==> src/rtl/i2c_mode_pkg.sv <==
package i2c_mode_pkg;
    localparam int REG_W    = 8;
    localparam int AUX_W    = 4;
    localparam int BIT_EN   = 7;
    localparam int BIT_HOLD = 6;
    localparam int BIT_MST  = 5;
    localparam int BIT_TRS  = 4;

    typedef enum logic [1:0] {
        SLV_RX = 2'b00,
        SLV_TX = 2'b01,
        MST_RX = 2'b10,
        MST_TX = 2'b11
    } op_mode_e;

    typedef enum logic {
        RX_OPEN = 1'b0,
        RX_HELD = 1'b1
    } rx_state_e;
endpackage

==> src/rtl/i2c_mode_fsm.sv <==
module i2c_mode_fsm
    import i2c_mode_pkg::*;
(
    input  logic     clk,
    input  logic     rst_n,
    input  logic     sw_we,
    input  op_mode_e sw_mode,
    input  logic     arb_lost,
    input  logic     addr_done,
    input  logic     addr_match,
    input  logic     addr_rw,
    output op_mode_e mode_q,
    output logic     is_master,
    output logic     is_tx
);
    op_mode_e nxt;

    // Next-state: software load first, hardware events override it.
    always_comb begin
        nxt = sw_we ? sw_mode : mode_q;
        unique case (mode_q)
            MST_RX, MST_TX: begin
                if (arb_lost) nxt = SLV_RX;                 // T_ARB_LOSS
            end
            SLV_RX: begin
                if (addr_done && addr_match && addr_rw) nxt = SLV_TX; // T_ADDR_READ
            end
            SLV_TX: begin
                nxt = nxt;
            end
        endcase
    end

    always_ff @(posedge clk or negedge rst_n) begin
        if (!rst_n) mode_q <= SLV_RX;
        else        mode_q <= nxt;
    end

    always_comb begin
        is_master = (mode_q == MST_RX) || (mode_q == MST_TX);
        is_tx     = (mode_q == SLV_TX) || (mode_q == MST_TX);
    end
endmodule

==> src/rtl/i2c_rx_gate.sv <==
module i2c_rx_gate
    import i2c_mode_pkg::*;
(
    input  logic clk,
    input  logic rst_n,
    input  logic sw_we,
    input  logic sw_hold,
    input  logic rxd_read,
    input  logic is_tx,
    output logic hold_q,
    output logic next_en
);
    rx_state_e st_q, st_nxt;

    always_ff @(posedge clk or negedge rst_n) begin
        if (!rst_n)     hold_q <= 1'b0;
        else if (sw_we) hold_q <= sw_hold;
    end

    always_comb begin
        st_nxt = st_q;
        unique case (st_q)
            RX_OPEN: if (rxd_read && !is_tx && hold_q) st_nxt = RX_HELD; // T_HOLD
            RX_HELD: if (!hold_q) st_nxt = RX_OPEN;                     // T_RELEASE
        endcase
    end

    always_ff @(posedge clk or negedge rst_n) begin
        if (!rst_n) st_q <= RX_OPEN;
        else        st_q <= st_nxt;
    end

    always_comb next_en = (st_q == RX_OPEN);
endmodule

==> src/rtl/i2c_cfg_bits.sv <==
module i2c_cfg_bits #(
    parameter int AUX_W = 4
) (
    input  logic             clk,
    input  logic             rst_n,
    input  logic             sw_we,
    input  logic             sw_en,
    input  logic [AUX_W-1:0] sw_aux,
    output logic             en_q,
    output logic [AUX_W-1:0] aux_q
);
    always_ff @(posedge clk or negedge rst_n) begin
        if (!rst_n) begin
            en_q  <= 1'b0;
            aux_q <= '0;
        end else if (sw_we) begin
            en_q  <= sw_en;
            aux_q <= sw_aux;
        end
    end
endmodule

==> src/rtl/i2c_mode_ctrl.sv <==
module i2c_mode_ctrl
    import i2c_mode_pkg::*;
(
    input  logic       clk,
    input  logic       rst_n,
    input  logic       wr_en,
    input  logic [7:0] wr_data,
    output logic [7:0] rd_data,
    input  logic       arb_lost,
    input  logic       addr_done,
    input  logic       addr_match,
    input  logic       addr_rw,
    input  logic       rxd_read,
    input  logic       scl_drive,
    input  logic       sda_drive,
    output logic       scl_oe,
    output logic       sda_oe,
    output logic [1:0] mode,
    output logic       rx_next_en
);
    op_mode_e         mode_q;
    logic             is_master, is_tx, hold_q, en_q;
    logic [AUX_W-1:0] aux_q;

    i2c_mode_fsm u_fsm (
        .clk(clk), .rst_n(rst_n), .sw_we(wr_en),
        .sw_mode(op_mode_e'({wr_data[BIT_MST], wr_data[BIT_TRS]})),
        .arb_lost(arb_lost), .addr_done(addr_done),
        .addr_match(addr_match), .addr_rw(addr_rw),
        .mode_q(mode_q), .is_master(is_master), .is_tx(is_tx)
    );

    i2c_rx_gate u_gate (
        .clk(clk), .rst_n(rst_n), .sw_we(wr_en), .sw_hold(wr_data[BIT_HOLD]),
        .rxd_read(rxd_read), .is_tx(is_tx), .hold_q(hold_q), .next_en(rx_next_en)
    );

    i2c_cfg_bits #(.AUX_W(AUX_W)) u_cfg (
        .clk(clk), .rst_n(rst_n), .sw_we(wr_en), .sw_en(wr_data[BIT_EN]),
        .sw_aux(wr_data[AUX_W-1:0]), .en_q(en_q), .aux_q(aux_q)
    );

    always_comb begin
        rd_data = {en_q, hold_q, is_master, is_tx, aux_q};
        mode    = mode_q;
        scl_oe  = en_q & scl_drive;
        sda_oe  = en_q & sda_drive;
    end
endmodule

==> config.mk <==
export PLATFORM = sky130hd
export DESIGN_NAME = i2c_mode_ctrl
export DESIGN_NICKNAME = d
export VERILOG_FILES = /design/src/rtl/i2c_mode_pkg.sv /design/src/rtl/i2c_mode_fsm.sv /design/src/rtl/i2c_rx_gate.sv /design/src/rtl/i2c_cfg_bits.sv /design/src/rtl/i2c_mode_ctrl.sv
export SDC_FILE = /design/constraint.sdc
export NUM_CORES = 1
export LEC_CHECK = 0
export ABC_AREA = 1
export BUFFER_PORTS_ARGS = -buffer_cell sky130_fd_sc_hd__buf_2
export CORE_MARGIN = 3
export CORE_UTILIZATION = 30
export CTS_CLUSTER_SIZE = 24
export DETAILED_ROUTE_END_ITERATION = 16
export GPL_TIMING_DRIVEN = 0
export PLACE_DENSITY = 0.62
export SKIP_CTS_REPAIR_TIMING = 1
export SYNTH_ARGS = -nofsm -noshare
export SYNTH_HDL_FRONTEND = slang
export SYNTH_SLANG_ARGS = --single-unit
==> constraint.sdc <==
create_clock -name clk -period 1.03 [get_ports clk]
set_clock_uncertainty 0.05 [all_clocks]
set_input_delay 0.0515 -clock clk [delete_from_list [all_inputs] [get_ports clk]]
set_output_delay 0.0515 -clock clk [all_outputs]
set_load 0.02 [all_outputs]
After elaboration in Yosys (flattened, before gate mapping)
Cells that the tools add are included.
{"block": "classes", "reduce_logical": 9, "bitwise_logic": 3, "eq_ne": 3, "mux": 7}
{"operator": "$mux 2", "n": 3}
{"operator": "$pmux 2 s3", "n": 1}
{"operator": "$eq 2x2->1 const B", "n": 2}
{"operator": "$logic_and 1x1->1", "n": 4}
{"operator": "$and 1x1->1", "n": 2}
{"operator": "$eq 2x1->1 const B", "n": 1}
{"operator": "$logic_not 2->1", "n": 1}
{"operator": "$logic_or 1x1->1", "n": 2}
{"operator": "$mux 1", "n": 2}
{"operator": "$pmux 1 s2", "n": 1}
{"operator": "$reduce_or 2->1", "n": 1}
{"operator": "$logic_not 1->1", "n": 1}
{"operator": "$not 1->1", "n": 1}
{"block": "totals", "register_bits": 9, "wordCells": 27, "input_bits": 18, "output_inout_bits": 13}

Depth between registers and ports, before layout
Gate-level depths: netlist (run 1).
{"block": "depth", "ltp_word": 7, "mapped_depth": 5, "ltp_nobuf": 5}

By module
A second synthesis (run 1) with hierarchy kept.
{"block": "unflattened", "hier_cells": 64, "area_unflattened_um2": 456.7}
{"module": "i2c_cfg_bits", "n_inst": 1, "seq_area_each_um2": 125.1, "cells_per_inst": 21, "area_each_um2": 185.2}
{"module": "i2c_mode_fsm", "n_inst": 1, "seq_area_each_um2": 50.0, "cells_per_inst": 26, "area_each_um2": 143.9}
{"module": "i2c_rx_gate", "n_inst": 1, "seq_area_each_um2": 50.0, "cells_per_inst": 9, "area_each_um2": 82.6}
{"module": "i2c_mode_ctrl", "n_inst": 1, "seq_area_each_um2": 0.0, "cells_per_inst": 8, "area_each_um2": 45.0}

Worst setup path before layout (run 1)
Ideal clock, no wire load.
{"block": "synth_path", "path_kind": "reg2reg", "startpoint": "reg u_fsm.mode_q[1]", "endpoint": "reg u_fsm.mode_q[1]", "period_less_slack_ns": 0.910, "required_ns": 0.861, "arrival_time_ns": 0.742, "stages_incl_launch_ff": 6, "setup_time_ns": 0.119, "path_buffers": 0, "slack_ns": 0.120, "path_cell_list": "dfrtp_1 -> inv_1 -> nand2_1 -> nor2_2 -> nand2_1 -> nand2_1"}
{"block": "synth_between", "elab_chain_cells": 3, "elab_cells_between_ends": 9, "cone_classes": "eq/ne: 3; mux: 4; reduce/logical: 2"}
{"item": "start, declared", "line": "i2c_mode_fsm.sv:12", "rtl": "output op_mode_e mode_q,"}
{"item": "start signal, assigned", "line": "i2c_mode_fsm.sv:36", "rtl": "else mode_q <= nxt;"}
{"item": "$eq 2x2->1 / $mux 2 (equally long branches)", "line": "i2c_mode_fsm.sv:21, i2c_mode_fsm.sv:20"}
{"item": "$reduce_or 2->1 (tied with other cells)", "line": "i2c_mode_fsm.sv:21", "rtl": "unique case (mode_q)"}
{"item": "$pmux 2 s3 *", "line": "i2c_mode_fsm.sv:21"}
{"item": "net u_fsm.nxt[1]", "line": "i2c_mode_fsm.sv:16", "rtl": "op_mode_e nxt;"}
The timed path passes the listed nets; every way through them passes the cells marked *.
A chain may end at the register's enable or synchronous reset.

Worst setup path after layout (run 1)
{"block": "layout_path", "startpoint": "reg u_cfg.en_q", "endpoint": "out rd_data[7]"}
{"item": "start, declared", "line": "i2c_cfg_bits.sv:9", "rtl": "output logic en_q,"}
{"item": "start signal, assigned", "line": "i2c_cfg_bits.sv:17", "rtl": "en_q <= sw_en;"}
{"item": "end, declared", "line": "i2c_mode_ctrl.sv:8", "rtl": "output logic [7:0] rd_data,"}
No word-level cell between the ends.

==> flow_summary.yaml, run 1 <==
cells_and_area:
  syn_to_final_growth_pct: 63.93
  drive_gt1_share_pct: 37.62
  diodes: 0
  finalNonFillerCells: 116
  final_area_um2: 750.7
  layout_commonest_cell: "nand2_1"
  final_cell_mix: "28 x nand2_1, 24 x buf_2, 9 x inv_1, 9 x dlygate4sd3_1, 9 x dfrtp_1"
  fin_nets: 120
synth:
  syn_avg_cell_area_um2: 7.386
  netlist_area_um2: 457.9
  synth_warnings: 0
  syn_nets: 80
  synth.distinct_cells: 12
  ys_ff_latch: 9
  synthCells: 62
  yosysSeqAreaShare_pct: 49.18
clock_network:
  clk_latency_ns: 0.25
  cts_buffer_depth: 2
  cts.clk_slew.worst_paths_ns: 0.06
  numCtsBuffers: 3
  cts_sinks: 9
  cts.htree.levels: 1
  cts_root_buf: "clkbuf_4"
  cts_tree: "yes"
pwr:
  p_leak_nw: 0.4511
  p_sw_share_pct: 30.53
  fin_total_pwr_mw: 0.9733
  vdd_drop_max_uv: 641.2
  seqPwrFrac_pct: 42.1
  pwr-share-comb_pct: 30.0
  p_clk_share_pct: 27.8
  power.net_switching_mw: 0.2971
  internal_power_mw: 0.6761
  power_density_nw_per_um2: 1296
critical_path:
  critical_path.cell_chain: "buf_4, buf_6"
  cp_slowest_cell: "dfrtp_1"
  worstSetupStartpointType: "flip-flop"
  worst_ep_arrival_time_ns: 0.93
  critPathMaxStageDelay_ns: 0.41
  r2r_slack_ns: 0.17
  crit_required_ns: 0.93
  regToRegEndpoint: "u_fsm.mode_q[1]"
  startpoint: "u_cfg.en_q"
  reg2reg_depth: 4
  crit_path_end_kind: "output port"
  critPathKind: "reg2out"
  reg2reg_from: "u_fsm.mode_q[0]"
  cp_max_fo: 4
status:
  status: "finished, violations left"
  violations: "negative hold slack, negative setup slack"
timing:
  rsz0062_at_grt: "true"
  finalHoldViolations: 1
  fin_hold_ws_ns: -0.01429
  min_period_ns: 1.030
  fmax_mhz: 970.6
  worstMarginPinSlew_ns: 0.2090
  finalCritPeriodShare_pct: 100.0
  slew_headroom_pct: 86.07
  setup_viol: 1
  setup_ws_ns: -0.0002529
  slew_viol_final: 0
grt:
  grt_antenna_before_repair: 0
  grt_pass1_wl_um: 1483
  grt_pass1_vias: 390
  overflow: 0
  grtUsageTotal_pct: 9.810
  grt_max_degree: 10
placement:
  placed_area_um2: 621.8
  port_buffers: 29
  dp_slack_ns: 0.1635
  placed_cells: 106
  gp_congestion: 0.6072
  place_hpwl_um: 789
route:
  vias: 477
  drt_wl_total_um: 1062
  viasPerCell: 4.112
  routedWlPerCell_um: 9.155
  drtIter0Drc: 12
  ant_nets: 0
  drc: 0
  dr.pass1.iters: 2
floorplan:
  coreArea_um2: 1366
  io_pins: 31
  die_h_um: 45.07
  dieArea_um2: 2031
  rows: 13
  fp.dieW_um: 45.07
  start_util_pct: 33.52
min_path:
  worstHoldStart: "rxd_read"
  hold_path_depth: 3
  hold_class: "in2reg"
  hold_end: "u_gate.st_q"
job:
  max-cap-violations: 0
## kinds of logic (layout without fill, tap and decap cells)
group,count (synthesis),count (layout),share of synthesized area [%]
and+or+nand+nor,33,33,28.14
AOI/OAI and AO/OA,3,3,3.278
DFF,9,9,49.18
buffers and inverters,17,56,19.40
## how the worst max path moves through the flow
stage                                 end  depth (start not counted)
after floorplan           u_fsm.mode_q[1]                          5
after global placement    u_fsm.mode_q[1]                          4
after detailed placement  u_fsm.mode_q[1]                          4
after CTS                      rd_data[5]                          3
after global routing           rd_data[7]                          2
final                          rd_data[7]                          2
## synthesized netlist by cell type
library cell  number  area share (%)
o21ai_1            2             2.2
inv_1              9             7.4
clkbuf_1           2             1.6
inv_4              1             1.4
nor2_2             1             1.4
nand3_1            2             2.2
buf_4              4             6.6
dfrtp_1            9              49
buf_6              1             2.5
nand2_1           28              23
a21oi_1            1             1.1
nor2_1             2             1.6
## flip-flops by register name, indices dropped and copies added, names as in the netlist
register	flops
u_cfg.aux_q	4
u_fsm.mode_q	2
u_cfg.en_q	1
u_gate.hold_q	1
u_gate.st_q	1
## worst max-delay path: cells and delay by family (launching register included)
family	cells	cell delay, ns
flops	1	0.41
buf+inv	2	0.27
## layout make-up
class	count	area, um2
fillers	144	615.6
repair buffers	39	270.3
flip-flops and latches	9	225.2
multi-input cells	36	143.9
inverters	10	40.04
clock buffers	4	26.28
plain buffers	3	26.28
well taps	15	18.77
## layer usage
layer  vias to the layer above  GRT usage [%]  part of all wire (%)
met3                         0          2.789                   6.0
met2                        15          16.38                    54
met4                         0          3.509                     0
met5                         -              0                     0
li1                        254              -                     -
met1                       208          11.94                    40
## power groups by stage
stage	Combinational, mW	Clock (mW)	Sequential [mW]
detailed placement	0.262	0	0.415
global route	0.325	0.297	0.417
global placement	0.257	0	0.415
floorplan	0.134	0	0.445
CTS	0.262	0.283	0.410
finish	0.292	0.271	0.410
## through the flow
stage | TNS, ns | utilization (%)
2_1_floorplan | 0 | -
3_3_place_gp | 0 | 45.51
3_5_place_dp | 0 | 45.51
4_1_cts | -0.2038 | 47.44
5_1_grt | -0.05138 | 54.95
6_report | -0.0002529 | 54.95
Power figures use the tool's default switching activity.
==> run 2, diff against run 1 <==
REMOVE_ABC_BUFFERS = 1   (was not set)
==> run 2 against run 1 <==
The flow finishes with violations (negative hold slack). Wire length increased by 1.8%. Cell count decreased by 2.6%. Flip-flop and latch count unchanged. Critical path depth increased by 1. Global-route usage increased by 1.1 points. Fmax increased by 1.8%. Worst setup slack improved by 0.018 ns. Utilization decreased by 3.4 points. Via count increased by 1.0%. Combinational power decreased by 9.9%. Die area unchanged. First-iteration DRC count decreased by 33%. Critical path type unchanged.
==> flow_summary.yaml, run 2 (synthesized netlist as in run 1, its figures left out) <==
route:
  routedWlPerCell_um: 9.566
  met3_wirelength_um: 71
  drt_wl_total_um: 1081
  drt-met1-wl_um: 499
  drtIter0Drc: 8
  highest_layer: "met4"
  vias: 482
  met2_length_um: 503
  drc: 0
  dr.pass1.iters: 3
  viasPerCell: 4.265
  ant_nets: 0
placement:
  dp_slack_ns: 0.1490
  port_buffers: 30
  gp_congestion: 0.6317
  place_hpwl_um: 786.6
pwr:
  p_sw_share_pct: 31.95
  vdd_drop_max_uv: 660.5
  p_leak_nw: 0.4283
  power_density_nw_per_um2: 1356
  p_clk_share_pct: 29.6
  seqPwrFrac_pct: 42.9
  power.net_switching_mw: 0.3052
  pwr-share-comb_pct: 27.5
  internal_power_mw: 0.6502
timing:
  rsz0062_at_grt: "true"
  setup_ws_ns: 0.01818
  setup_viol: 0
  finalCritPeriodShare_pct: 98.24
  finalHoldViolations: 1
  tns_ns: 0
  slew_headroom_pct: 85.90
  slew_viol_final: 0
  worstMarginPinSlew_ns: 0.2114
  fmax_mhz: 988.3
  fin_hold_ws_ns: -0.03626
  min_period_ns: 1.012
critical_path:
  crit_family: "flip-flops"
  critical_path.cell_chain: "nand2_1, inv_1, buf_6"
  cp_slowest_cell: "dfrtp_1"
  crit_required_ns: 0.93
  reg2reg_from: "u_fsm.mode_q[0]"
  cp_max_fo: 4
  worst_ep_arrival_time_ns: 0.91
  regToRegEndpoint: "u_fsm.mode_q[1]"
  reg2reg_depth: 4
  crit_path_end_kind: "output port"
  crit_buf_inv: 2
  r2r_slack_ns: 0.16
  worstSetupStartpointType: "flip-flop"
  critPathMaxStageDelay_ns: 0.40
  critPathKind: "reg2out"
min_path:
  hold_end: "u_gate.hold_q"
  hold_class: "in2reg"
  worstHoldStart: "wr_data[6]"
  hold_path_depth: 3
cells_and_area:
  diodes: 0
  final_core_util_pct: 51.56
  drive_gt1_share_pct: 37.76
  fill_cells: 148
  syn_to_final_growth_pct: 53.83
  largest_reg_flops: 4
  largestRegisters: "u_cfg.aux_q x4, u_fsm.mode_q x2"
  regArea_um2: 225.2
  multiInputGateArea_um2: 143.9
  final_cell_mix: "28 x nand2_1, 28 x buf_2, 9 x dfrtp_1"
  regMostFlops: "u_cfg.aux_q"
  fin_nets: 117
floorplan:
  coreArea_um2: 1366
  fp.dieW_um: 45.07
  rows: 13
  die_h_um: 45.07
  dieArea_um2: 2031
  start_util_pct: 33.52
  io_pins: 31
grt:
  grt_antenna_before_repair: 0
  overflow: 0
  grt_pass1_wl_um: 1593
  grt_pass1_vias: 391
  grtUsageTotal_pct: 10.94
  grt_max_degree: 10
status:
  violations: "negative hold slack"
  status: "finished, violations left"
clock_network:
  cts_root_buf: "clkbuf_4"
  cts_tree: "yes"
  cts.clk_slew.worst_paths_ns: 0.07
  numCtsBuffers: 3
  cts_buffer_depth: 2
  cts.htree.levels: 1
  clk_latency_ns: 0.26
  cts_sinks: 9
job:
  max-cap-violations: 0
==> run 2: metal layers <==
layer  vias to the layer above  GRT usage (%)
li1                        246              -
met1                       217          15.80
met2                        17          14.41
met3                         2          2.390
met4                         0          7.018
met5                         -              0
==> run 2: cell type report <==
type | count | share of cell area [%]
timing repair buffer | 39 | 35.52
sequential | 9 | 31.97
multi-input combinational | 36 | 20.43
inverter | 10 | 5.684
clock buffer | 4 | 3.730
tap | 15 | 2.664
==> run 2: metrics by stage <==
| step | power [mW] | hold slack (ns) | cells | area (um2) |
|---|---|---|---|---|
| 3_5_place_dp | 0.6465 | -0.1312 | 100 | 578.1 |
| 2_1_floorplan | 0.5411 | -0.2941 | 55 | 409.1 |
| 3_3_place_gp | 0.6421 | -0.1354 | 100 | 578.1 |
| 4_1_cts | 0.9301 | -0.4143 | 104 | 604.3 |
| 5_1_grt | 1.016 | -0.01128 | 113 | 704.4 |
| 6_report | 0.9554 | -0.03626 | 113 | 704.4 |
==> run 2: worst max-delay path by stage <==
stage / from / to / slack, ns / depth (start not counted)
floorplan: u_fsm.mode_q[1] / u_fsm.mode_q[1] / -0.02 / 5
global placement: u_fsm.mode_q[0] / u_fsm.mode_q[1] / 0.17 / 4
detailed placement: u_fsm.mode_q[0] / u_fsm.mode_q[1] / 0.15 / 4
CTS: u_cfg.en_q / scl_oe / 0.003 / 3
global route: u_cfg.en_q / sda_oe / -0.02 / 3
finish: u_cfg.en_q / sda_oe / 0.02 / 3
==> run 2: worst register-to-register path, delay by kind of cell, from the launching register on <==
kind	cells	cell delay [ns]
AND/OR/NAND/NOR	4	0.32
flip-flops	1	0.40
==> run 2: power by group through the flow <==
stage                     registers [mW]  clock network (mW)  logic, mW
after CTS                          0.410               0.289      0.231
after floorplan                    0.468                   0     0.0732
after detailed placement           0.416                   0      0.231
after global routing               0.416               0.306      0.293
after global placement             0.415                   0      0.227
final                              0.410               0.283      0.263
